`config.mk`:
```
export PLATFORM = sky130hd
export DESIGN_NAME = cec_sft_timer
export DESIGN_NICKNAME = d
export VERILOG_FILES = /design/src/rtl/cec_sft_pkg.sv /design/src/rtl/cec_sft_ctx_classify.sv /design/src/rtl/cec_sft_len_sel.sv /design/src/rtl/cec_sft_counter.sv /design/src/rtl/cec_sft_timer.sv
export SDC_FILE = /design/constraint.sdc
export NUM_CORES = 1
export LEC_CHECK = 0
export BUFFER_PORTS_ARGS = -buffer_cell sky130_fd_sc_hd__buf_2
export CAP_MARGIN = 20
export CORE_MARGIN = 3
export CORE_UTILIZATION = 31
export CTS_CLUSTER_SIZE = 14
export DETAILED_ROUTE_END_ITERATION = 12
export GPL_TIMING_DRIVEN = 1
export PLACE_DENSITY = 0.57
export SLEW_MARGIN = 20
export SYNTH_ARGS = -nofsm -noshare
export SYNTH_HDL_FRONTEND = slang
export SYNTH_SLANG_ARGS = --single-unit
```
`constraint.sdc`:
```
create_clock -name clk -period 1.3 [get_ports clk]
set_input_delay 0.26 -clock clk [delete_from_list [all_inputs] [get_ports clk]]
set_output_delay 0.26 -clock clk [all_outputs]
set_load 0.005 [all_outputs]
```
`src/rtl/cec_sft_pkg.sv`:
```
package cec_sft_pkg;

    localparam int CODE_W = 3;
    localparam int CNT_W  = 4;

    typedef logic [CNT_W-1:0]  ticks_t;
    typedef logic [CODE_W-1:0] code_t;

    // Summary of how the previous transfer ended
    typedef struct packed {
        logic arb_lost;
        logic tx_err;
        logic underrun;
        logic ack_err;
        logic tx_ok;
        logic new_init;
    } xfer_ctx_t;

    typedef enum logic [1:0] {
        CTX_FAIL      = 2'd0,
        CTX_SUCCEEDED = 2'd1,
        CTX_INITIATOR = 2'd2
    } ctx_class_e;

    typedef enum logic [1:0] {
        ST_IDLE  = 2'd0,
        ST_COUNT = 2'd1,
        ST_DONE  = 2'd2
    } sft_state_e;

    // Automatic-mode lengths in half-bit ticks
    localparam ticks_t AUTO_FAIL_TICKS = ticks_t'(6);
    localparam ticks_t AUTO_INIT_TICKS = ticks_t'(10);
    localparam ticks_t AUTO_OK_TICKS   = ticks_t'(14);

    // Code n is (n + 0.5) bit periods, which is 2n+1 half-bit ticks
    function automatic ticks_t fixed_ticks(input code_t c);
        return ticks_t'(2 * int'(c) + 1);
    endfunction

    function automatic ticks_t auto_ticks(input ctx_class_e k);
        case (k)
            CTX_FAIL:      return AUTO_FAIL_TICKS;
            CTX_SUCCEEDED: return AUTO_OK_TICKS;
            default:       return AUTO_INIT_TICKS;
        endcase
    endfunction

endpackage

```
`src/rtl/cec_sft_ctx_classify.sv`:
```
module cec_sft_ctx_classify
    import cec_sft_pkg::*;
(
    input  xfer_ctx_t  ctx,
    output ctx_class_e ctx_class
);

    logic any_fail;

    assign any_fail = ctx.arb_lost | ctx.tx_err | ctx.underrun | ctx.ack_err;

    // Failure outranks success, which outranks a new initiator
    always_comb begin
        if (any_fail)
            ctx_class = CTX_FAIL;
        else if (ctx.tx_ok)
            ctx_class = CTX_SUCCEEDED;
        else
            ctx_class = CTX_INITIATOR;
    end

endmodule

```
`src/rtl/cec_sft_len_sel.sv`:
```
module cec_sft_len_sel
    import cec_sft_pkg::*;
(
    input  code_t      code,
    input  ctx_class_e ctx_class,
    output ticks_t     wait_ticks
);

    always_comb begin
        if (code == '0)
            wait_ticks = auto_ticks(ctx_class);
        else
            wait_ticks = fixed_ticks(code);
    end


    always_comb begin
        if (code != '0) begin
            len_range_chk: assert (wait_ticks >= ticks_t'(3) && wait_ticks[0] == 1'b1)
                else $error("fixed length out of range");
        end
    end

endmodule

```
`src/rtl/cec_sft_counter.sv`:
```
module cec_sft_counter
    import cec_sft_pkg::*;
(
    input  logic   clk,
    input  logic   rst,
    input  logic   start,
    input  logic   bus_fall,
    input  logic   tick,
    input  ticks_t new_len,
    output logic   done
);

    sft_state_e state;
    ticks_t     cnt;
    ticks_t     tgt;
    ticks_t     cnt_nxt;

    assign cnt_nxt = cnt + ticks_t'(1);

    always_ff @(posedge clk) begin
        if (rst) begin
            state <= ST_IDLE;
            cnt   <= '0;
            tgt   <= '0;
        end else if (start) begin
            // The start pulse wins over a simultaneous bus edge
            state <= ST_COUNT;
            cnt   <= '0;
            tgt   <= new_len;
        end else if (bus_fall) begin
            state <= ST_IDLE;
            cnt   <= '0;
        end else if (state == ST_COUNT && tick) begin
            cnt <= cnt_nxt;
            if (cnt_nxt == tgt)
                state <= ST_DONE;
        end
    end

    assign done = (state == ST_DONE);


    sat_chk: assert property (@(posedge clk) disable iff (rst)
        (state == ST_COUNT) |-> (cnt < tgt));


    done_hold_chk: assert property (@(posedge clk) disable iff (rst)
        (done && !start && !bus_fall) |=> done);


    clear_on_fall_chk: assert property (@(posedge clk) disable iff (rst)
        (bus_fall && !start) |=> (!done && state == ST_IDLE));


    restart_chk: assert property (@(posedge clk) disable iff (rst)
        start |=> (!done && cnt == '0));


    rise_on_tick_chk: assert property (@(posedge clk) disable iff (rst)
        $rose(done) |-> $past(tick));


    len_held_chk: assert property (@(posedge clk) disable iff (rst)
        (state == ST_COUNT && !start) |=> $stable(tgt));

endmodule

```
`src/rtl/cec_sft_timer.sv`:
```
module cec_sft_timer
    import cec_sft_pkg::*;
(
    input  logic              clk,
    input  logic              rst,
    input  logic [CODE_W-1:0] sft_code,
    input  logic              sft_start,
    input  logic              bus_fall,
    input  logic              tick,
    input  logic              arb_lost,
    input  logic              tx_err,
    input  logic              tx_underrun,
    input  logic              ack_err,
    input  logic              tx_ok,
    input  logic              new_init,
    output logic              free_done
);

    xfer_ctx_t  ctx;
    ctx_class_e ctx_class;
    ticks_t     sel_len;

    always_comb begin
        ctx.arb_lost = arb_lost;
        ctx.tx_err   = tx_err;
        ctx.underrun = tx_underrun;
        ctx.ack_err  = ack_err;
        ctx.tx_ok    = tx_ok;
        ctx.new_init = new_init;
    end

    cec_sft_ctx_classify u_classify (
        .ctx       (ctx),
        .ctx_class (ctx_class)
    );

    cec_sft_len_sel u_len_sel (
        .code       (sft_code),
        .ctx_class  (ctx_class),
        .wait_ticks (sel_len)
    );

    cec_sft_counter u_counter (
        .clk      (clk),
        .rst      (rst),
        .start    (sft_start),
        .bus_fall (bus_fall),
        .tick     (tick),
        .new_len  (sel_len),
        .done     (free_done)
    );


    auto_fail_chk: assert property (@(posedge clk) disable iff (rst)
        (sft_code == '0 && (arb_lost || tx_err || tx_underrun || ack_err))
            |-> (sel_len == ticks_t'(6)));


    auto_ok_chk: assert property (@(posedge clk) disable iff (rst)
        (sft_code == '0 && !arb_lost && !tx_err && !tx_underrun && !ack_err && tx_ok)
            |-> (sel_len == ticks_t'(14)));

endmodule

```
; Yosys cells after proc, flatten, opt, wreduce, memory -nomap -nowiden
; Index checks and enable logic that the tools add are counted.
[classes]
reduce_logical = 8
add_sub_neg = 2
eq_ne = 4
muxes = 8
n_bitwise = 3
[ops]
columns = cell, n
row1 = "adder 4 x 1 -> 4 bit, second input constant", 2
row2 = one-hot mux 4 bit (2 select lines), 1
row3 = nonzero test 3 bit, 2
row4 = "equality test 2 x 1 -> 1 bit, second input constant", 2
row5 = equality test 4 bit, 1
row6 = 2-to-1 mux 1 bit, 4
row7 = 2-to-1 mux 2 bit, 2
row8 = 2-to-1 mux 4 bit, 1
row9 = AND reduction 2 bit, 2
row10 = zero test 3 bit, 1
row11 = OR 1 bit, 3
row12 = OR reduction 3 bit, 1
row13 = "equality test 2 bit, second input constant", 1
row14 = zero test 2 bit, 1
row15 = logical AND 1 bit, 1
[word_totals]
register_bits = 10
out_inout_bits = 1
inputBits = 14

; Longest topological paths before layout
[depth]
word_depth = 7
ltp_mapped = 5
mapped_depth_nobuf = 5

; Modules after synthesis
; From an unflattened synthesis, not the netlist that was laid out.
[hier_totals]
hier_cells = 59
area_unflattened_um2 = 521.8
[modules_own_cells]
columns = module, n_inst, seq_area_each_um2, cells_per_inst, area_per_inst_um2
row1 = cec_sft_counter, 1, 200.2, 49, 461.7
row2 = cec_sft_len_sel, 1, 0.0, 7, 40.0
row3 = cec_sft_ctx_classify, 1, 0.0, 3, 20.0

; Worst setup path after synthesis
; OpenSTA, ideal clock, no wires.
[synth_timing]
path_kind = flip-flop to flip-flop
start = register u_counter.cnt[0]
end = register u_counter.state[0]
path_slack_ps = 19
stages_incl_launch_ff = 6
arrival_ps = 1166
synth_period_minus_slack_ps = 1281
setup_ps = 115
required_ps = 1185
cell_sequence = dfxtp_1 > ha_1 > xor2_1 > nor3_1 > nand3_1 > o21a_1
[synth_via]
elab_chain_len = 4
[synth_rtl]
columns = element, line
row1 = "start, declared", cec_sft_counter.sv:14  ; ticks_t cnt;
row2 = "start signal, assigned", cec_sft_counter.sv:34  ; cnt <= cnt_nxt;
row3 = adder 4 x 1 -> 4 bit, cec_sft_counter.sv:18  ; assign cnt_nxt = cnt + ticks_t'(1);
row4 = via u_counter.cnt_nxt[1], cec_sft_counter.sv:16  ; ticks_t cnt_nxt;
row5 = equality test 4 bit, cec_sft_counter.sv:35  ; if (cnt_nxt == tgt)
row6 = nonzero test 3 bit (no line), -
row7 = AND reduction 2 bit (no line), -
row8 = "end signal, assigned", cec_sft_counter.sv:22  ; state <= ST_IDLE;
row9 = "end signal, assigned", cec_sft_counter.sv:27  ; state <= ST_COUNT;
row10 = "end signal, assigned", cec_sft_counter.sv:36  ; state <= ST_DONE;
row11 = "end, declared", cec_sft_counter.sv:13  ; sft_state_e state;
; The timed path passes the listed nets, and every way through them passes these cells.
; A chain may end at the register's enable or synchronous reset.

; Worst setup path after layout
[layout_timing]
start = register u_counter.cnt[1]
end = register u_counter.state[0]
; The elaborated chain is that of the path after synthesis.

==> metrics <==
top post-synthesis cells by count=13 x nor2_1, 10 x dfxtp_1, 4 x xnor2_1, 4 x xor2_1; CTS tree=done; worst rel slew slack=86.9%; reg2reg setup slack=80 ps; first-pass GRT wire length=1.62 mm; post-synth design cell area=489 sq um; Synth Area in Compound Gates=14.3%; core area=1380 sq um; port bufs=13; total CTS buffers=3; top-count cell post-synth=nor2_1; RSZ-0062 raised after global routing=false; total of max-cap violations=0; die area=2090 sq um; CP required=1460 ps; post-synth cell types=21; Syn Area/Cell=8.74 sq um; hold path depth=2; first-pass iteration count of the detailed router=4; CTS H-tree depth=1; mux contribution to synthesized area=2.05%; Placer Congestion=0.757; Post-Syn Nets=71; fin crit share=93.8%; die height=45.7 um; Worst setup EP type=flop; fraction of registers with async set/reset=0%; Remaining DRCs=0; post-synthesis cell count=56; Die X-Extent=45.7 um; VDD IR max=377 uV; post-route ant nets=0; HP Class=primary input to flop; synth warn=0; Detailed Route WL=1.02 mm; xor-xnor portion of the synthesized cell area=14.3%; worst hold margin=231 ps; number of inserted diodes=0; worst slew pin tran=196 ps; WHS Endpoint=u_counter.tgt[3]; CP Launch Type=flop; # setup viols final=0; Area Growth Syn to Fin=34.0%; DPL Wire Length=768 um; design area=656 sq um; initial core utilization=35.4%; post-synthesis adder-cell area fraction=2.56%; status=finished clean; fin util=47.4%; main combinational cell family by area after synthesis=simple AND/OR/NAND/NOR gates; Worst-Skew Late Latency=260 ps; shortest period the worst path allows=1220 ps; Fin. Hold Viols=0; drt first-iter violations=2; largest net degree at the start of global routing=12; EDFF count, synth=0; R2R cell count=5; vias post-DR=451; Worst R2R Start=u_counter.cnt[1]; # clock sinks=10; Leakage=0.276 nW; Top FF cell, synth=dfxtp_1; highest clock rate=820 MHz; Post-Synth Simple-Gate Area=22.8%; GRT Resource Usage Total=11.3%; root buffer cell=clkbuf_4; crit-path max FO=2; final global-route overflow total=0; arrival time of the worst setup path=1380 ps; Power per Cell Area=1050 nW/um^2; Area contributors post-synth=dfxtp_1 41%, nor2_1 10%, xnor2_1 7.2%, xor2_1 7.2%, a311oi_1 3.6%; initial antenna violation count=0; io pins=15; WS Path Type=flop to flop; Max Buffers Root-to-Sink=2; post-synthesis sequential area ratio=40.9%; share of layout cells above drive strength 1=36.8%; Final #Nets=92; routed vias/inst=4.96; hold_sp=rst; Area after DPL=592 sq um; post-synth top area share=40.9%; Final Skew=1.87 ps; Synth area leader=dfxtp_1; FF-to-FF End=u_counter.state[0]; vias in the first global route=399; Clock Pin Slew Worst Setup and Hold Paths=70 ps; num rows=13; routed len/inst=11.2 um; post-synthesis register bit count=10; Final Max Tran Viols=0
worst max-delay path, stage by stage (launching register included):
cell and delay, ps:
dfxtp_2 340, ha_4 240, xor2_1 150, nor3_2 100, nand3_1 120, o21a_1 180
cell families after synthesis:
group                      after synthesis
DFF                                     10
buffers and inverters                    4
and+or+nand+nor                         22
adders and majority gates                1
xor gates and xnor gates                 8
muxes                                    1
AOI/OAI and AO/OA                       10
sequential cells by signal (all words and copies together), names as in the netlist:
name,flops
u_counter.cnt,4
u_counter.tgt,4
u_counter.state,2
where the power goes:
group | switching (mW) | leakage, nW | internal (mW)
registers | 0.00915 | 0.0830 | 0.318
logic | 0.0370 | 0.172 | 0.0392
clock network | 0.113 | 0.0210 | 0.170
total | 0.159 | 0.276 | 0.527
worst max path at each step:
stage                           from                 end  slack [ps]  cells past startpoint
CTS                 u_counter.cnt[1]  u_counter.state[0]          -9                      5
detailed placement  u_counter.cnt[0]  u_counter.state[0]         -40                      5
floorplan           u_counter.cnt[0]  u_counter.state[0]          20                      5
global route        u_counter.cnt[1]  u_counter.state[0]           3                      5
finish              u_counter.cnt[1]  u_counter.state[0]          80                      5
global placement              tx_err    u_counter.tgt[3]         -30                      5
cell type report:
| class | count | area, sq um |
|---|---|---|
| fillers | 128 | 727 |
| multi-input cells | 42 | 292 |
| flip-flops and latches | 10 | 203 |
| repair buffers | 17 | 95.1 |
| clock buffers | 4 | 36.3 |
| well taps | 15 | 18.8 |
| inverters | 3 | 11.3 |
repair_timing:
action | in CTS | in global routing
hold buffers | 0 | 0
gates resized for setup | 3 | 1
pin swaps | 4 | 2
setup buffers | 1 | 0
endpoints found under the setup margin | 1 | 2
cell usage in the layout, fill, tap and decap left out, drive strengths merged:
cell	netlist	final
mux2i	1	1
nand3b	1	1
inv	3	3
a311oi	2	2
nor3	2	2
xor2	4	4
ha	1	1
nand3	2	2
xnor2	4	4
dfxtp	10	10
a211oi	2	2
o21ai	2	2
nor2	13	13
nand4	1	1
buf	0	17
clkbuf	1	4
or4	1	1
a21oi	3	3
or3	2	2
o21a	1	1
through the flow:
step / TNS, ps / setup slack [ps] / total power [mW] / instances
2_1_floorplan: 0 / 19.2 / 0.375 / 56
4_1_cts: -9.28 / -9.28 / 0.694 / 91
3_3_place_gp: -42.5 / -28.2 / 0.407 / 86
5_1_grt: 0 / 3.29 / 0.726 / 91
3_5_place_dp: -81.8 / -42.7 / 0.408 / 86
6_report: 0 / 81.0 / 0.687 / 91
routing by layer:
metal / share of wire, % / track usage (%) / vias up / wire, um
li1: - / - / 235 / -
met1: 47 / 13.7 / 201 / 477
met2: 46 / 15.9 / 13 / 469
met3: 4.9 / 3.56 / 2 / 50
met4: 1.8 / 9.66 / 0 / 18
met5: 0 / 0 / - / 0
Power figures use the tool's default switching activity.
